$ cat src/rtl/nld_dma_pkg.sv
package nld_dma_pkg;

    localparam int WORD_W = 32;

    typedef enum logic [2:0] {
        ST_IDLE,
        ST_RD,
        ST_WR,
        ST_MINOR_END,
        ST_SG_FETCH
    } dma_state_e;

    // field codes; the scatter/gather fetch relies on this numbering
    typedef enum logic [2:0] {
        F_SRC    = 3'd0,
        F_DST    = 3'd1,
        F_OFFS   = 3'd2,
        F_NBYTES = 3'd3,
        F_CITER  = 3'd4,
        F_ADJ    = 3'd5,
        F_SGA    = 3'd6,
        F_CTRL   = 3'd7
    } dma_field_e;

endpackage

$ cat src/rtl/nld_dma_arb.sv
module nld_dma_arb #(
    parameter int N_CH = 4,
    localparam int CHW = $clog2(N_CH)
) (
    input  logic            clk,
    input  logic            rst_n,
    input  logic [N_CH-1:0] pend,
    input  logic            rr_mode,
    input  logic            take,
    output logic            gnt_vld,
    output logic [CHW-1:0]  gnt_idx,
    output logic [N_CH-1:0] gnt_vec
);

    logic [CHW-1:0] last_q;
    logic [CHW-1:0] sel;

    always_comb begin
        int j;
        sel = '0;
        j   = 0;
        if (rr_mode) begin
            // walk from farthest to nearest so the nearest pending one wins
            for (int k = N_CH; k >= 1; k--) begin
                j = (int'(last_q) + k) % N_CH;
                if (pend[j]) sel = CHW'(j);
            end
        end else begin
            for (int i = 0; i < N_CH; i++) begin
                if (pend[i]) sel = CHW'(i);
            end
        end
    end

    assign gnt_vld = |pend;
    assign gnt_idx = sel;
    assign gnt_vec = gnt_vld ? (N_CH'(1) << sel) : '0;

    always_ff @(posedge clk or negedge rst_n) begin
        if (!rst_n)    last_q <= CHW'(N_CH - 1);
        else if (take) last_q <= sel;
    end

    p_gnt_onehot_r9: assert property (@(posedge clk) disable iff (!rst_n)
        $onehot0(gnt_vec));

    p_gnt_pending_r10: assert property (@(posedge clk) disable iff (!rst_n)
        (gnt_vec & ~pend) == '0);

endmodule

$ cat src/rtl/nld_dma_chstat.sv
module nld_dma_chstat #(
    parameter int N_CH = 4
) (
    input  logic            clk,
    input  logic            rst_n,
    input  logic [N_CH-1:0] sw_start,
    input  logic [N_CH-1:0] lnk_req,
    input  logic [N_CH-1:0] take_vec,
    input  logic [N_CH-1:0] irq_set,
    input  logic [N_CH-1:0] irq_clr,
    output logic [N_CH-1:0] pend,
    output logic [N_CH-1:0] irq
);

    for (genvar i = 0; i < N_CH; i++) begin : g_ch
        always_ff @(posedge clk or negedge rst_n) begin
            if (!rst_n) begin
                pend[i] <= 1'b0;
                irq[i]  <= 1'b0;
            end else begin
                // a fresh activation in the grant cycle stays pending
                pend[i] <= (pend[i] & ~take_vec[i]) | sw_start[i] | lnk_req[i];
                irq[i]  <= irq_set[i] | (irq[i] & ~irq_clr[i]);
            end
        end

        p_irq_sticky_r12: assert property (@(posedge clk) disable iff (!rst_n)
            (irq[i] && !irq_clr[i]) |=> irq[i]);
    end

endmodule

$ cat src/rtl/nld_dma_ctl.sv
module nld_dma_ctl
    import nld_dma_pkg::*;
#(
    parameter int N_CH = 4,
    parameter int CW   = 16,
    localparam int CHW   = $clog2(N_CH),
    localparam int CTRLW = 4 + 2 * CHW,
    localparam int WCW   = CW - 2
) (
    input  logic              clk,
    input  logic              rst_n,
    input  logic              cfg_we,
    input  logic [CHW-1:0]    cfg_ch,
    input  logic [2:0]        cfg_sel,
    input  logic [WORD_W-1:0] cfg_wdata,
    input  logic              gnt_vld,
    input  logic [CHW-1:0]    gnt_idx,
    output logic              take,
    output logic [N_CH-1:0]   lnk_req,
    output logic [N_CH-1:0]   irq_set,
    output logic              mem_req,
    output logic              mem_we,
    output logic [WORD_W-1:0] mem_addr,
    output logic [WORD_W-1:0] mem_wdata,
    input  logic              mem_ack,
    input  logic [WORD_W-1:0] mem_rdata
);

    // control field layout
    localparam int B_IE   = 0;
    localparam int B_SG   = 1;
    localparam int B_MINE = 2;
    localparam int B_MINT = 3;
    localparam int B_MAJE = 3 + CHW;
    localparam int B_MAJT = 4 + CHW;

    logic [WORD_W-1:0] src_q [N_CH];
    logic [WORD_W-1:0] dst_q [N_CH];
    logic [WORD_W-1:0] adj_q [N_CH];
    logic [WORD_W-1:0] sga_q [N_CH];
    logic [15:0]       soff_q[N_CH];
    logic [15:0]       doff_q[N_CH];
    logic [WCW-1:0]    wpl_q [N_CH];
    logic [CW-1:0]     cit_q [N_CH];
    logic [CTRLW-1:0]  ctl_q [N_CH];

    dma_state_e        state_q, state_d;
    logic [CHW-1:0]    cur_q;
    logic [WCW-1:0]    wcnt_q;
    logic [WORD_W-1:0] buf_q;
    logic [WORD_W-1:0] sg_base_q;
    logic [2:0]        sg_idx_q;

    logic              fw_en;
    logic [CHW-1:0]    fw_ch;
    logic [2:0]        fw_sel;
    logic [WORD_W-1:0] fw_data;
    logic              last_minor;
    logic [CTRLW-1:0]  cur_ctl;

    assign last_minor = (cit_q[cur_q] == CW'(1));
    assign cur_ctl    = ctl_q[cur_q];
    assign take       = (state_q == ST_IDLE) && gnt_vld;

    // single descriptor write port shared by software and the descriptor fetch
    always_comb begin
        if (state_q == ST_SG_FETCH) begin
            fw_en   = mem_ack;
            fw_ch   = cur_q;
            fw_sel  = sg_idx_q;
            fw_data = mem_rdata;
        end else begin
            fw_en   = cfg_we;
            fw_ch   = cfg_ch;
            fw_sel  = cfg_sel;
            fw_data = cfg_wdata;
        end
    end

    // next state
    always_comb begin
        state_d = state_q;
        unique case (state_q)
            ST_IDLE:      if (gnt_vld && cit_q[gnt_idx] != '0) state_d = ST_RD;
            ST_RD:        if (mem_ack) state_d = ST_WR;
            ST_WR:        if (mem_ack) state_d = (wcnt_q <= WCW'(1)) ? ST_MINOR_END : ST_RD;
            ST_MINOR_END: state_d = (last_minor && cur_ctl[B_SG]) ? ST_SG_FETCH : ST_IDLE;
            ST_SG_FETCH:  if (mem_ack && sg_idx_q == 3'd7) state_d = ST_IDLE;
            default:      state_d = ST_IDLE;
        endcase
    end

    // state register
    always_ff @(posedge clk or negedge rst_n) begin
        if (!rst_n) state_q <= ST_IDLE;
        else        state_q <= state_d;
    end

    // outputs
    always_comb begin
        mem_req   = 1'b0;
        mem_we    = 1'b0;
        mem_addr  = '0;
        mem_wdata = buf_q;
        lnk_req   = '0;
        irq_set   = '0;
        unique case (state_q)
            ST_IDLE: ;
            ST_RD: begin
                mem_req  = 1'b1;
                mem_addr = src_q[cur_q];
            end
            ST_WR: begin
                mem_req  = 1'b1;
                mem_we   = 1'b1;
                mem_addr = dst_q[cur_q];
            end
            ST_MINOR_END: begin
                if (last_minor) begin
                    irq_set[cur_q] = cur_ctl[B_IE];
                    if (cur_ctl[B_MAJE]) lnk_req[cur_ctl[B_MAJT +: CHW]] = 1'b1;
                end else if (cur_ctl[B_MINE]) begin
                    lnk_req[cur_ctl[B_MINT +: CHW]] = 1'b1;
                end
            end
            ST_SG_FETCH: begin
                mem_req  = 1'b1;
                mem_addr = sg_base_q + {27'd0, sg_idx_q, 2'b00};
            end
            default: ;
        endcase
    end

    // descriptors and working registers
    always_ff @(posedge clk or negedge rst_n) begin
        if (!rst_n) begin
            for (int i = 0; i < N_CH; i++) begin
                src_q[i]  <= '0;
                dst_q[i]  <= '0;
                adj_q[i]  <= '0;
                sga_q[i]  <= '0;
                soff_q[i] <= '0;
                doff_q[i] <= '0;
                wpl_q[i]  <= '0;
                cit_q[i]  <= '0;
                ctl_q[i]  <= '0;
            end
            cur_q     <= '0;
            wcnt_q    <= '0;
            buf_q     <= '0;
            sg_base_q <= '0;
            sg_idx_q  <= '0;
        end else begin
            if (fw_en) begin
                unique case (dma_field_e'(fw_sel))
                    F_SRC:    src_q[fw_ch] <= fw_data;
                    F_DST:    dst_q[fw_ch] <= fw_data;
                    F_OFFS: begin
                        soff_q[fw_ch] <= fw_data[15:0];
                        doff_q[fw_ch] <= fw_data[31:16];
                    end
                    F_NBYTES: wpl_q[fw_ch] <= fw_data[CW-1:2];
                    F_CITER:  cit_q[fw_ch] <= fw_data[CW-1:0];
                    F_ADJ:    adj_q[fw_ch] <= fw_data;
                    F_SGA:    sga_q[fw_ch] <= fw_data;
                    F_CTRL:   ctl_q[fw_ch] <= fw_data[CTRLW-1:0];
                    default: ;
                endcase
            end
            unique case (state_q)
                ST_IDLE: if (take) begin
                    cur_q  <= gnt_idx;
                    wcnt_q <= wpl_q[gnt_idx];
                end
                ST_RD: if (mem_ack) buf_q <= mem_rdata;
                ST_WR: if (mem_ack) begin
                    src_q[cur_q] <= src_q[cur_q] + {{16{soff_q[cur_q][15]}}, soff_q[cur_q]};
                    dst_q[cur_q] <= dst_q[cur_q] + {{16{doff_q[cur_q][15]}}, doff_q[cur_q]};
                    wcnt_q       <= wcnt_q - WCW'(1);
                end
                ST_MINOR_END: begin
                    cit_q[cur_q] <= cit_q[cur_q] - CW'(1);
                    if (last_minor) begin
                        src_q[cur_q] <= src_q[cur_q] + adj_q[cur_q];
                        dst_q[cur_q] <= dst_q[cur_q] + adj_q[cur_q];
                        sg_base_q    <= sga_q[cur_q];
                        sg_idx_q     <= '0;
                    end
                end
                ST_SG_FETCH: if (mem_ack) sg_idx_q <= sg_idx_q + 3'd1;
                default: ;
            endcase
        end
    end

    p_req_hold_r2: assert property (@(posedge clk) disable iff (!rst_n)
        (mem_req && !mem_ack) |=> (mem_req && $stable(mem_addr) && $stable(mem_we)));

    p_read_then_write_r2: assert property (@(posedge clk) disable iff (!rst_n)
        (state_q == ST_RD && mem_ack) |=> (mem_req && mem_we));

    p_keep_channel_r11: assert property (@(posedge clk) disable iff (!rst_n)
        (state_q != ST_IDLE) |=> (state_q == ST_IDLE || $stable(cur_q)));

    p_zero_count_r5: assert property (@(posedge clk) disable iff (!rst_n)
        (take && cit_q[gnt_idx] == '0) |=> !mem_req);

endmodule

$ cat src/rtl/nld_dma.sv
module nld_dma
    import nld_dma_pkg::*;
#(
    parameter int N_CH = 4,
    parameter int CW   = 16,
    localparam int CHW = $clog2(N_CH)
) (
    input  logic              clk,
    input  logic              rst_n,
    input  logic              cfg_we,
    input  logic [CHW-1:0]    cfg_ch,
    input  logic [2:0]        cfg_sel,
    input  logic [WORD_W-1:0] cfg_wdata,
    input  logic [N_CH-1:0]   sw_start,
    input  logic [N_CH-1:0]   irq_clr,
    input  logic              rr_mode,
    output logic              mem_req,
    output logic              mem_we,
    output logic [WORD_W-1:0] mem_addr,
    output logic [WORD_W-1:0] mem_wdata,
    input  logic              mem_ack,
    input  logic [WORD_W-1:0] mem_rdata,
    output logic [N_CH-1:0]   irq
);

    logic [N_CH-1:0] pend;
    logic [N_CH-1:0] gnt_vec;
    logic [N_CH-1:0] lnk_req;
    logic [N_CH-1:0] irq_set;
    logic [CHW-1:0]  gnt_idx;
    logic            gnt_vld;
    logic            take;

    nld_dma_arb #(.N_CH(N_CH)) u_arb (
        .clk     (clk),
        .rst_n   (rst_n),
        .pend    (pend),
        .rr_mode (rr_mode),
        .take    (take),
        .gnt_vld (gnt_vld),
        .gnt_idx (gnt_idx),
        .gnt_vec (gnt_vec)
    );

    nld_dma_chstat #(.N_CH(N_CH)) u_stat (
        .clk      (clk),
        .rst_n    (rst_n),
        .sw_start (sw_start),
        .lnk_req  (lnk_req),
        .take_vec (take ? gnt_vec : '0),
        .irq_set  (irq_set),
        .irq_clr  (irq_clr),
        .pend     (pend),
        .irq      (irq)
    );

    nld_dma_ctl #(.N_CH(N_CH), .CW(CW)) u_ctl (
        .clk       (clk),
        .rst_n     (rst_n),
        .cfg_we    (cfg_we),
        .cfg_ch    (cfg_ch),
        .cfg_sel   (cfg_sel),
        .cfg_wdata (cfg_wdata),
        .gnt_vld   (gnt_vld),
        .gnt_idx   (gnt_idx),
        .take      (take),
        .lnk_req   (lnk_req),
        .irq_set   (irq_set),
        .mem_req   (mem_req),
        .mem_we    (mem_we),
        .mem_addr  (mem_addr),
        .mem_wdata (mem_wdata),
        .mem_ack   (mem_ack),
        .mem_rdata (mem_rdata)
    );

endmodule

$ cat config.mk
export PLATFORM = sky130hd
export DESIGN_NAME = nld_dma
export DESIGN_NICKNAME = d
export VERILOG_FILES = /design/src/rtl/nld_dma_pkg.sv /design/src/rtl/nld_dma_arb.sv /design/src/rtl/nld_dma_chstat.sv /design/src/rtl/nld_dma_ctl.sv /design/src/rtl/nld_dma.sv
export SDC_FILE = /design/constraint.sdc
export NUM_CORES = 2
export LEC_CHECK = 0
export BUFFER_PORTS_ARGS = -buffer_cell sky130_fd_sc_hd__buf_2
export CAP_MARGIN = 20
export CORE_MARGIN = 10
export CORE_UTILIZATION = 63
export CTS_BUF_LIST = sky130_fd_sc_hd__clkbuf_8 sky130_fd_sc_hd__clkbuf_16
export CTS_CLUSTER_DIAMETER = 200
export CTS_CLUSTER_SIZE = 24
export DETAILED_ROUTE_END_ITERATION = 8
export MAX_ROUTING_LAYER = met4
export PLACE_DENSITY = 0.81
export SETUP_SLACK_MARGIN = 0.4
export SYNTH_ARGS = -nofsm -noshare
export SYNTH_HDL_FRONTEND = slang
export SYNTH_SLANG_ARGS = --single-unit
$ cat constraint.sdc
create_clock -name clk -period 7.06 [get_ports clk]
set_input_delay 0 -clock clk [delete_from_list [all_inputs] [get_ports clk]]
set_output_delay 0 -clock clk [all_outputs]
set_load 0.01 [all_outputs]
==> impl_metrics.env <==
export IMPL_synth_main_ff_cell="dfrtp_1"
export IMPL_dp_hpwl_um=116000
export IMPL_timing_final_crit_share_pct=82.38
export IMPL_grt_antenna_before_repair=7
export IMPL_setup_violations=0
export IMPL_grt_util_all_layers_pct=39.35
export IMPL_grt_pass1_vias=42770
export IMPL_ys_seq_area_share_pct=45.07
export IMPL_final_cell_mix="dfrtp_1 (884), nand2_1 (637), nor2_1 (580)"
export IMPL_holdWs_ns=0.003614
export IMPL_clock_latency_ns=0.65
export IMPL_critPathArrivalTime_ns=6.27
export IMPL_die_x_um=299.8
export IMPL_syn_num_nets=5423
export IMPL_hold_viol_final=0
export IMPL_slowest_stage="dfrtp_4"
export IMPL_max_cap_violations=0
export IMPL_cts_root_buf="clkbuf_16"
export IMPL_synth_top_cell_by_area="dfrtp_1"
export IMPL_slew_viol_final=0
export IMPL_crit_top_cell="a21oi_1"
export IMPL_worst_setup_path_type="reg -> reg"
export IMPL_core_area_um2=77470
export IMPL_max_freq_mhz=171.9
export IMPL_relSlewSlack_pct=19.06
export IMPL_num_io_pins=152
export IMPL_path_cells="buf_4 > mux4_2 > ha_1 > a21oi_1 > o21ai_0 > a221o_1 > a32o_1 > a211o_1 > o221a_2 > a31o_2 > a21oi_1 > mux2i_1 > o221ai_1"
export IMPL_synth_edf_count=0
export IMPL_cp_depth=13
export IMPL_outcome="complete, no violations"
export IMPL_io_buffer_count=151
export IMPL_ys_types=83
export IMPL_clk_path_buf_depth=3
export IMPL_synth_avg_cell_area_um2=9.476
export IMPL_nets=5418
export IMPL_ir_drop_uv=332.0
export IMPL_powerDensity_nw_per_um2=549.3
export IMPL_fin_setup_tns_ns=0
export IMPL_tightest_slew_ns=1.214
export IMPL_place_gp_congestion=1.089
export IMPL_h_tree_depth=2
export IMPL_synth_xor_area_share_pct=2.718
export IMPL_ys_async_sr_fraction_pct=100.0
export IMPL_grt_max_degree=172
export IMPL_start_util_pct=63.65
export IMPL_syn_inst=5203
export IMPL_wl_um=175700
export IMPL_fin_crit_ns=5.816
export IMPL_cts_tree="built"
export IMPL_cpPeakStageDelay_ns=1.24
export IMPL_ys_seq_elements=888
export IMPL_num_rows=102
export IMPL_synthMuxAreaShare_pct=10.21
export IMPL_drc_errors=0
export IMPL_synth_area_leaders="dfrtp_1 (45%), mux4_2 (8.4%), a21oi_1 (5.8%)"
export IMPL_synthSimpleGateAreaFrac_pct=13.03
export IMPL_cp_top_family="compound AO/OA/AOI/OAI gates"
export IMPL_critPathMaxFanout=67
export IMPL_vias=44560
export IMPL_p_leak_uw=0.02224
export IMPL_drtAntennaViolNets=0
export IMPL_synth_top_family_by_area="compound AO/OA/AOI/OAI gates"
export IMPL_rsz0062_at_grt="false"
export IMPL_start_kind="register"
export IMPL_drive_gt1_share_pct=12.58
export IMPL_clkTransAtPathRegs_ns=0.10
export IMPL_mostFrequentLayoutCell="dfrtp_1"
export IMPL_netlist_area_um2=49300
export IMPL_dieArea_um2=89850
export IMPL_first_pass_iters=9
export IMPL_via_per_inst=7.118
export IMPL_wl_per_cell_um=28.07
export IMPL_cp_end_kind="register"
export IMPL_grt_pass1_wl_um=264100
export IMPL_cts_buffers=42
export IMPL_cp_required_ns=7.52
export IMPL_hold_class="in -> async"
export IMPL_area_growth_pct=8.044
export IMPL_yosys_area_top_type_share_pct=44.97
export IMPL_synthAdderAreaFrac_pct=3.578
export IMPL_yosysWarnings=0
export IMPL_worst_path_buf_inv=1
export IMPL_ff2ff_path_depth=13
export IMPL_synth_compound_area_share_pct=21.65
export IMPL_drtIter0Drc=6724
export IMPL_die_h_um=299.8
export IMPL_grt_overflow=0
export IMPL_fin_skew_ns=0.03847
export IMPL_cts_sinks=888
==> path summary, 6_finish.rpt <==
path	from	end	slack [ns]
max	u_ctl.cur_q[1]$_DFFE_PN0P_	u_ctl.src_q[126]$_DFF_PN0_	1.24
max in group asynchronous	rst_n	u_ctl.sga_q[15]$_DFFE_PN0P_	5.08
min	rst_n	u_ctl.wpl_q[5]$_DFFE_PN0P_	0.004
min reg2reg	u_ctl.wpl_q[48]$_DFFE_PN0P_	u_ctl.wpl_q[48]$_DFFE_PN0P_	0.48
max reg2reg	u_ctl.cur_q[1]$_DFFE_PN0P_	u_ctl.src_q[126]$_DFF_PN0_	1.24
min in group clk	cfg_wdata[11]	u_ctl.wpl_q[51]$_DFFE_PN0P_	0.04
==> where the power goes <==
group	leakage, uW	internal (uW)	switching, uW
Clock	0.000597	1150	1680
Combinational	0.0108	6930	11600
Sequential	0.0108	6710	1160
Total	0.0222	14800	14500
==> layout make-up <==
cell class / instances / area (um2)
fill: 5906 / 24200
antenna: 13 / 32.53
sequential: 888 / 22230
inverter: 66 / 247.7
timing repair buffer: 354 / 2623
tap: 1040 / 1301
clock inverter: 8 / 30.03
clock buffer: 45 / 1126
multi-input combinational: 3846 / 25680
==> Yosys cell counts, types with 6 or more instances <==
| library cell | instances |
|---|---|
| mux2_2 | 34 |
| mux2i_1 | 53 |
| a21boi_0 | 8 |
| a211o_1 | 7 |
| and3_1 | 17 |
| o21ai_0 | 517 |
| nand3b_1 | 7 |
| nor2_1 | 604 |
| a211oi_1 | 89 |
| nor3b_1 | 10 |
| ha_1 | 133 |
| nor2b_1 | 37 |
| a221o_1 | 42 |
| o2111ai_1 | 8 |
| buf_1 | 30 |
| o21ai_1 | 14 |
| buf_4 | 9 |
| nor3_1 | 26 |
| buf_2 | 27 |
| nand2b_1 | 29 |
| o22ai_1 | 81 |
| or2_2 | 6 |
| o21a_1 | 16 |
| dfrtp_1 | 886 |
| and4_1 | 7 |
| o221ai_1 | 75 |
| o21bai_1 | 16 |
| nor4_1 | 22 |
| a311oi_1 | 7 |
| a21o_1 | 64 |
| nand3_1 | 52 |
| mux4_2 | 183 |
| and2_1 | 14 |
| o31ai_1 | 9 |
| o211ai_1 | 101 |
| xor2_1 | 74 |
| a21oi_1 | 574 |
| or3_1 | 11 |
| clkbuf_1 | 335 |
| nand2_1 | 641 |
| a31oi_1 | 14 |
| a22oi_1 | 74 |
| inv_1 | 66 |
| xnor2_1 | 79 |
| nand4_1 | 17 |
==> worst reg2reg max path, delay by kind of cell, from the launching register on <==
kind                       cells  cell delay [ns]
DFF                            1             1.24
muxes                          2             0.92
AOI/OAI and AO/OA              9             2.37
adders and majority gates      1             0.39
buffers and inverters          1             0.74
==> kinds of logic (layout without fill, tap and decap cells) <==
family,count (synthesis),after routing
compound gates,1763,1763
xor+xnor,153,153
fa+ha+maj,138,138
buf+inv,469,473
flops,888,888
mux,270,270
other cells,0,13
simple gates,1522,1522
==> stage by stage <==
stage          std cells  total power (uW)  setup WS (ns)  cell area, um2  utilization, %
4_1_cts             6239             28390          1.286           53130           68.59
5_1_grt             6255             30750          1.204           53260           68.75
3_5_place_dp        6123             25530          1.336           51340           66.28
3_3_place_gp        6121             25220          1.396           51290           66.21
2_1_floorplan       5203             20310          1.168           49300               -
6_report            6260             29260          1.244           53270           68.77
==> sequential cells by signal, summed over array words and instances (netlist names), 56 cells and up <==
| register | count |
|---|---|
| u_ctl.adj_q | 128 |
| u_ctl.cit_q | 64 |
| u_ctl.doff_q | 64 |
| u_ctl.dst_q | 128 |
| u_ctl.sga_q | 128 |
| u_ctl.soff_q | 64 |
| u_ctl.src_q | 128 |
| u_ctl.wpl_q | 56 |
==> metal layers <==
metal  wire, um  share of wire (%)  vias to the layer above  global-route usage (%)
met3      26790                 15                      811                   13.55
met4      10760                6.1                        0                   20.35
met5          0                  0                        -                       -
met1      64110                 36                    21460                   49.98
li1           -                  -                    18840                       -
met2      74040                 42                     3441                   55.49
==> what timing repair did <==
action / 4_1_cts / 5_1_grt
endpoints found under the setup margin: 0 / 0
gates resized for setup: 0 / 0
hold buffers: 63 / 1
setup buffers: 0 / 0
endpoints found under the hold margin: 340 / 8
(Power assumes the default switching activity.)
